**src/rtl/hint_pkg.sv**
```systemverilog
package hint_pkg;

    localparam int unsigned ADDR_W = 3;

    localparam logic [ADDR_W-1:0] A_MASK = 3'd0;
    localparam logic [ADDR_W-1:0] A_MSET = 3'd1;
    localparam logic [ADDR_W-1:0] A_MCLR = 3'd2;
    localparam logic [ADDR_W-1:0] A_PEEK = 3'd3;
    localparam logic [ADDR_W-1:0] A_TAKE = 3'd4;
    localparam logic [ADDR_W-1:0] A_ACK  = 3'd5;

    typedef enum logic [2:0] {
        REG_NONE = 3'd0,
        REG_MASK = 3'd1,
        REG_MSET = 3'd2,
        REG_MCLR = 3'd3,
        REG_PEEK = 3'd4,
        REG_TAKE = 3'd5,
        REG_ACK  = 3'd6
    } reg_e;

endpackage

```
**src/rtl/hint_decode.sv**
```systemverilog
module hint_decode
    import hint_pkg::*;
(
    input  logic              en_i,
    input  logic              we_i,
    input  logic [ADDR_W-1:0] addr_i,
    output reg_e              rd_sel_o,
    output reg_e              wr_sel_o
);

    reg_e target;

    always_comb begin
        unique case (addr_i)
            A_MASK:  target = REG_MASK;
            A_MSET:  target = REG_MSET;
            A_MCLR:  target = REG_MCLR;
            A_PEEK:  target = REG_PEEK;
            A_TAKE:  target = REG_TAKE;
            A_ACK:   target = REG_ACK;
            default: target = REG_NONE;
        endcase
    end

    always_comb begin
        rd_sel_o = REG_NONE;
        wr_sel_o = REG_NONE;
        if (en_i && !we_i) begin
            rd_sel_o = target;
        end
        if (en_i && we_i) begin
            wr_sel_o = target;
        end
    end

endmodule

```
**src/rtl/hint_mask_reg.sv**
```systemverilog
module hint_mask_reg
    import hint_pkg::*;
#(
    parameter int unsigned      SRC_W    = 16,
    parameter logic [SRC_W-1:0] MASK_RST = 16'h0001
) (
    input  logic             clk_i,
    input  logic             rst_ni,
    input  reg_e             wr_sel_i,
    input  logic [SRC_W-1:0] wdata_i,
    output logic [SRC_W-1:0] mask_o
);

    logic [SRC_W-1:0] mask_d;

    always_comb begin
        mask_d = mask_o;
        unique case (wr_sel_i)
            REG_MASK: mask_d = wdata_i;
            REG_MSET: mask_d = mask_o | wdata_i;
            REG_MCLR: mask_d = mask_o & ~wdata_i;
            default:  mask_d = mask_o;
        endcase
    end

    always_ff @(posedge clk_i) begin
        if (!rst_ni) begin
            mask_o <= MASK_RST;
        end else begin
            mask_o <= mask_d;
        end
    end

endmodule

```
**src/rtl/hint_status_reg.sv**
```systemverilog
module hint_status_reg #(
    parameter int unsigned      SRC_W    = 16,
    parameter logic [SRC_W-1:0] SRC_USED = 16'h47FF
) (
    input  logic             clk_i,
    input  logic             rst_ni,
    input  logic [SRC_W-1:0] evt_i,
    input  logic [SRC_W-1:0] clr_i,
    output logic [SRC_W-1:0] stat_o
);

    for (genvar b = 0; b < SRC_W; b++) begin : g_bit
        if (SRC_USED[b]) begin : g_used
            always_ff @(posedge clk_i) begin
                if (!rst_ni) begin
                    stat_o[b] <= 1'b0;
                end else if (evt_i[b]) begin
                    stat_o[b] <= 1'b1;
                end else if (clr_i[b]) begin
                    stat_o[b] <= 1'b0;
                end
            end
        end else begin : g_rsvd
            assign stat_o[b] = 1'b0;
        end
    end

endmodule

```
**src/rtl/hint_ctrl.sv**
```systemverilog
module hint_ctrl
    import hint_pkg::*;
#(
    parameter int unsigned      SRC_W    = 16,
    parameter logic [SRC_W-1:0] MASK_RST = 16'h0001,
    parameter logic [SRC_W-1:0] SRC_USED = 16'h47FF
) (
    input  logic              clk_i,
    input  logic              rst_ni,
    input  logic              bus_en_i,
    input  logic              bus_we_i,
    input  logic [ADDR_W-1:0] bus_addr_i,
    input  logic [SRC_W-1:0]  bus_wdata_i,
    output logic [SRC_W-1:0]  bus_rdata_o,
    input  logic [SRC_W-1:0]  evt_i,
    output logic              irq_o
);

    localparam logic [SRC_W-1:0] ALL_ONES = {SRC_W{1'b1}};

    reg_e             rd_sel;
    reg_e             wr_sel;
    logic [SRC_W-1:0] mask_q;
    logic [SRC_W-1:0] stat_q;
    logic [SRC_W-1:0] clr_vec;
    logic             irq_d;

    hint_decode u_dec (
        .en_i     (bus_en_i),
        .we_i     (bus_we_i),
        .addr_i   (bus_addr_i),
        .rd_sel_o (rd_sel),
        .wr_sel_o (wr_sel)
    );

    hint_mask_reg #(
        .SRC_W    (SRC_W),
        .MASK_RST (MASK_RST)
    ) u_mask (
        .clk_i    (clk_i),
        .rst_ni   (rst_ni),
        .wr_sel_i (wr_sel),
        .wdata_i  (bus_wdata_i),
        .mask_o   (mask_q)
    );

    always_comb begin
        clr_vec = '0;
        if (rd_sel == REG_TAKE) begin
            clr_vec = ALL_ONES;
        end else if (wr_sel == REG_ACK) begin
            clr_vec = bus_wdata_i;
        end
    end

    hint_status_reg #(
        .SRC_W    (SRC_W),
        .SRC_USED (SRC_USED)
    ) u_stat (
        .clk_i  (clk_i),
        .rst_ni (rst_ni),
        .evt_i  (evt_i),
        .clr_i  (clr_vec),
        .stat_o (stat_q)
    );

    always_comb begin
        unique case (rd_sel)
            REG_MASK: bus_rdata_o = mask_q;
            REG_PEEK: bus_rdata_o = stat_q;
            REG_TAKE: bus_rdata_o = stat_q;
            default:  bus_rdata_o = '0;
        endcase
    end

    assign irq_d = |(stat_q & ~mask_q);

    always_ff @(posedge clk_i) begin
        if (!rst_ni) begin
            irq_o <= 1'b0;
        end else begin
            irq_o <= irq_d;
        end
    end

endmodule

```
**config.mk**
```make
export PLATFORM = sky130hd
export DESIGN_NAME = hint_ctrl
export DESIGN_NICKNAME = d
export VERILOG_FILES = /design/src/rtl/hint_pkg.sv /design/src/rtl/hint_decode.sv /design/src/rtl/hint_mask_reg.sv /design/src/rtl/hint_status_reg.sv /design/src/rtl/hint_ctrl.sv
export SDC_FILE = /design/constraint.sdc
export NUM_CORES = 1
export LEC_CHECK = 0
export BUFFER_PORTS_ARGS = -buffer_cell sky130_fd_sc_hd__clkbuf_2
export CAP_MARGIN = 20
export CORE_AREA = 3 3 69 71
export DETAILED_ROUTE_END_ITERATION = 10
export DIE_AREA = 0 0 72 74
export HOLD_SLACK_MARGIN = 0.1
export PLACE_DENSITY = 0.68
export SLEW_MARGIN = 0
export SYNTH_ARGS = -nofsm -noshare
export SYNTH_HDL_FRONTEND = slang
export SYNTH_SLANG_ARGS = --single-unit
```
**constraint.sdc**
```tcl
create_clock -name clk_i -period 1.3 [get_ports clk_i]
set_clock_uncertainty 0.05 [all_clocks]
set_input_delay 0.26 -clock clk_i [delete_from_list [all_inputs] [get_ports clk_i]]
set_output_delay 0.26 -clock clk_i [all_outputs]
set_load 0.005 [all_outputs]
```
### Word level (Yosys, flattened, before mapping)

Cells that the tools add are included.

| storage, ports and cells | value |
|---|---|
| output and inout bits | 17 |
| register bits after elaboration | 29 |
| word-level logic and storage cells | 81 |
| input bits | 39 |

| operators by class | value |
|---|---|
| reductions and logical operators | 19 |
| multiplexer cells | 31 |
| bitwise logic cells | 5 |
| equal/unequal tests | 12 |

Operator list:

| kind | count |
|---|---|
| 16-bit case mux with 3 select lines | 1 |
| 16-bit inverter | 2 |
| 16-bit case mux with 2 select lines | 1 |
| 15-bit 2-to-1 mux | 2 |
| 1-bit 2-to-1 mux | 24 |
| 2-bit nonzero test | 12 |
| 3-bit case mux with 6 select lines | 1 |
| 15-bit by 16-bit bitwise AND with 16-bit output | 1 |
| 16-bit bitwise AND | 1 |
| 16-bit OR | 1 |
| 16-bit OR reduction | 1 |
| 3-bit == test, second input constant | 5 |
| 3-bit by 2-bit == test with 1-bit output, second input constant | 4 |
| 3-bit by 1-bit == test with 1-bit output, second input constant | 3 |
| 3-bit 2-to-1 mux | 2 |
| 3-bit logical NOT | 1 |
| 3-bit nonzero test | 1 |
| 1-bit logical AND | 2 |
| 2-bit OR reduction | 1 |
| 1-bit logical NOT | 1 |

### Longest topological paths before layout

| logic depth | value |
|---|---|
| word-level depth | 8 |
| depth in mapped cells | 5 |

### Hierarchy

From an unflattened synthesis, not the netlist that was laid out.

| unflattened totals | value |
|---|---|
| cell total of the unflattened synthesis | 215 |
| area, all modules | 1794.2 um2 |

By module, submodules not included:

| module | times used | area each (um2) | cells an instance | sequential area each (um2) |
|---|---|---|---|---|
| hint_mask_reg | 1 | 767.0 | 90 | 320.3 |
| hint_ctrl | 1 | 503.0 | 70 | 20.0 |
| hint_status_reg | 1 | 450.4 | 42 | 240.2 |
| hint_decode | 1 | 73.8 | 13 | 0.0 |

### Least setup slack after synthesis

Ideal clock, no wire load.

| timing path | value |
|---|---|
| kind | in2out |
| start | input port bus_addr_i[1] |
| end | output port bus_rdata_o[10] |
| stages on the path | 4 |
| buffers on the path | 1 |
| arrival | 1101 ps |
| path slack | -111 ps |
| cells stage by stage | or3b_1 -> a21oi_2 -> buf_6 -> a22o_2 |

| on the way | value |
|---|---|
| cells in the longest elaborated chain, start to end | 6 |
| elaborated cells between the ends (all ways) | 13 |
| classes of those cells | eq/ne (8); mux (3); reduce/logical (2) |

RTL lines:

| what | line | RTL |
|---|---|---|
| start: declaration | hint_ctrl.sv:12 | `input logic [ADDR_W-1:0] bus_addr_i,` |
| 3-bit == test (tied with other cells) | hint_decode.sv:14 | `unique case (addr_i)` |
| 3-bit case mux with 6 select lines (*) | hint_decode.sv:14 |  |
| 3-bit 2-to-1 mux (*) | hint_decode.sv:28 | `if (en_i && !we_i) begin` |
| 3-bit == test | hint_ctrl.sv:68 | `unique case (rd_sel)` |
| 2-bit OR reduction (no source line) | n/a |  |
| 16-bit case mux with 2 select lines (*) | hint_ctrl.sv:68 |  |
| end: declaration | hint_ctrl.sv:14 | `output logic [SRC_W-1:0] bus_rdata_o,` |

Mark *: on every way between the ends. The rest lies on a longest branch, timed or not.

### Final worst setup path

| timing path | value |
|---|---|
| start | input port bus_addr_i[1] |
| end | output port bus_rdata_o[7] |

Same word-level chain as after synthesis.

==> reports/qor.txt <==
outcome: finished, violations left
failing checks: setup timing
CP max FO: 8
CP Depth: 7
FMAX: 0.610 GHz
Startpoint Class: input pin
Synth Register Bits: 29
Synth area leaders: dfxtp_1 (34%), o221a_2 (7.2%), nand2b_1 (6.9%), a211oi_1 (6.5%), nand2_1 (6.5%)
most frequent cells in the layout: clkbuf_2 (43), nand2_1 (30), dfxtp_1 (27)
total power: 2.19 mW
vias: 1743
Hold Crit Depth: 3
Cell Chain, Critical Path: buf_6 -> buf_6 -> nor3_4 -> and3b_2 -> clkbuf_16 -> a22o_2 -> clkbuf_2
largest net degree at the start of global routing: 45
die width: 72 µm
Rel. slew slack: 70.4%
DP Wirelength: 3.25 mm
wire length per cell: 15.3 µm
synthesis-to-finish area growth: 40.9%
unrepaired setup endpoints after global routing: true
vias in the first global route: 1641
layout cells sized above 1: 46.1%
final instance area: 2420 µm²
Finish-stage setup viols: 16
Total GRT Usage: 18.6%
first-pass GRT wire length: 7.67 mm
cell area after synthesis: 1720 µm²
drt first-iter violations: 154
Crit Path Category: in -> out
DIE AREA: 5330 µm²
Mapped Cells: 205
power density over cell area: 903 nW/µm²
clock-pin slew on the worst setup and hold paths: 0.07 ns
Initial Utilization: 40.1%
PortBufs: 51
drt drc: 0
Max Slew Vio Count: 0
CTS root buf: clkbuf_8
Antenna diodes: 0
H-tree depth: 2
CP max-delay cell: and3b_2
Seq/Total Area, Yosys: 33.7%
Max VDD drop: 468 µV
Num Clock Sinks: 29
Area after DPL: 2170 µm²
Synth top area share: 33.7%
Mean Syn Cell Area: 8.39 µm²
Routed WL: 4.95 mm
Vias/cell: 5.40
CP bufs+invs: 4
initial antenna violation count: 0
# IOs: 56
GRT Residual Overflow: 0
gpl congestion: 0.776
Core Region: 4290 µm²
min Tclk post-route: 1.64 ns
synth warn: 0
CTS tree: built
# rows: 24
cell taking the most area after synthesis: dfxtp_1
Clock Tree Buf Depth: 2
CTS Buf Count: 5
count of cell types in the netlist: 32
die height: 74 µm
Final period util: 126%
Least-Margin Pin Slew: 0.444 ns
Detail Route Antenna Nets: 0
CP most frequent cell: buf_6
Skew-Pair Late Insertion Delay: 0.28 ns
cell family with most CP delay: buffers and inverters
setup ws final: -0.341 ns
Fin. Hold Viols: 0
Hold Crit Class: in -> reg
CP max stage delay: 0.29 ns
max_cap viols: 0
Setup TNS: -5.12 ns
Setup crit end kind: output port
worst path required time: 0.99 ns
worst reg-to-reg path cell count: 3
Leak: 1.08 nW
drt pass-1 iters: 4
most common cell after layout, fill and taps aside: clkbuf_2
Synth Net Count: 244
CP arrival: 1.33 ns
NumNets Final: 309
## worst reg2reg max path, delay by kind of cell, from the launching register on
kind / cells / cell delay [ns]
AOI/OAI and AO/OA: 2 / 0.65
DFF: 1 / 0.31
and+or+nand+nor: 1 / 0.13
## layout make-up
type	instances	area, µm²
Clock inverter	1	5.00
Clock buffer	7	96.3
Sequential cell	29	583
Inverter	19	71.3
Tap cell	52	65.1
Fill cell	398	1870
Multi-Input combinational cell	140	1050
Timing Repair Buffer	75	554
## metal layers
layer	wire [µm]	global-route usage [%]	vias up
met5	0	0	-
met4	68	6.26	0
met3	337	4.46	5
met2	2390	30.1	52
met1	2160	24.5	807
li1	-	-	879
## cells in the mapped netlist
cell type and instances:
nand2b_1 19, a21oi_1 2, nand2_1 30, and2b_2 1, clkbuf_1 5, o31a_1 1, a211oi_1 15, nor2b_1 3
o221ai_1 1, o221a_2 11, nand3b_1 3, and2_2 1, nand3_1 1, o2111ai_1 2, a211oi_2 1, a21boi_0 10
or3b_1 1, a2111o_1 1, o22ai_1 15, a21oi_2 1, clkbuf_2 2, dfxtp_1 29, nor3_2 1, or2_1 1
and3b_1 1, a22o_1 2, o221a_1 1, and2_1 5, a22o_2 10, buf_6 3, buf_2 7, inv_1 19
## state kept, by name, indices dropped and copies added, names as in the netlist
register,flops
u_mask.mask_o,16
u_stat.stat_o,12
irq_o,1
## where the power goes
part / internal [mW] / switching, mW
Clock: 0.478 / 0.364
Combinational: 0.196 / 0.191
Sequential: 0.930 / 0.0280
## repair_timing
action,in CTS,in global routing
cloned,0,1
hold buffers,0,0
endpoints found under the setup margin,17,17
resized for setup,4,22
buffers inserted,0,2
pin swaps,2,3
## final timing paths
| kind | startpoint | endpoint | slack (ns) |
|---|---|---|---|
| worst max-delay path | bus_addr_i[1] | bus_rdata_o[7] | -0.34 |
| worst min-delay path | bus_wdata_i[11] | u_mask.mask_o[11]$_SDFFE_PN0P_ | 0.18 |
| worst max register to register | u_stat.stat_o[1]$_SDFFE_PN0P_ | irq_o$_SDFF_PN0_ | 0.04 |
| worst min register to register | u_mask.mask_o[13]$_SDFFE_PN0P_ | u_mask.mask_o[13]$_SDFFE_PN0P_ | 0.42 |
## through the flow
| step | cells | hold WS [ns] | utilization (%) | worst slack [ns] |
|---|---|---|---|---|
| 2_1_floorplan | 205 | 0.360 | - | -0.0955 |
| 3_3_place_gp | 312 | 0.409 | 50.5 | -0.313 |
| 3_5_place_dp | 312 | 0.410 | 50.5 | -0.329 |
| 4_1_cts | 320 | 0.166 | 53.1 | -0.330 |
| 5_1_grt | 323 | 0.177 | 56.4 | -0.393 |
| 6_report | 323 | 0.178 | 56.4 | -0.341 |
## cell families (layout without fill, tap and decap cells)
| group | count (synthesis) | after routing | share of synthesized area (%) |
|---|---|---|---|
| DFF | 29 | 29 | 33.7 |
| AOI/OAI and AO/OA | 73 | 73 | 35.6 |
| buffers and inverters | 36 | 102 | 9.82 |
| and+or+nand+nor | 67 | 67 | 20.9 |
Power figures use the tool's default switching activity.
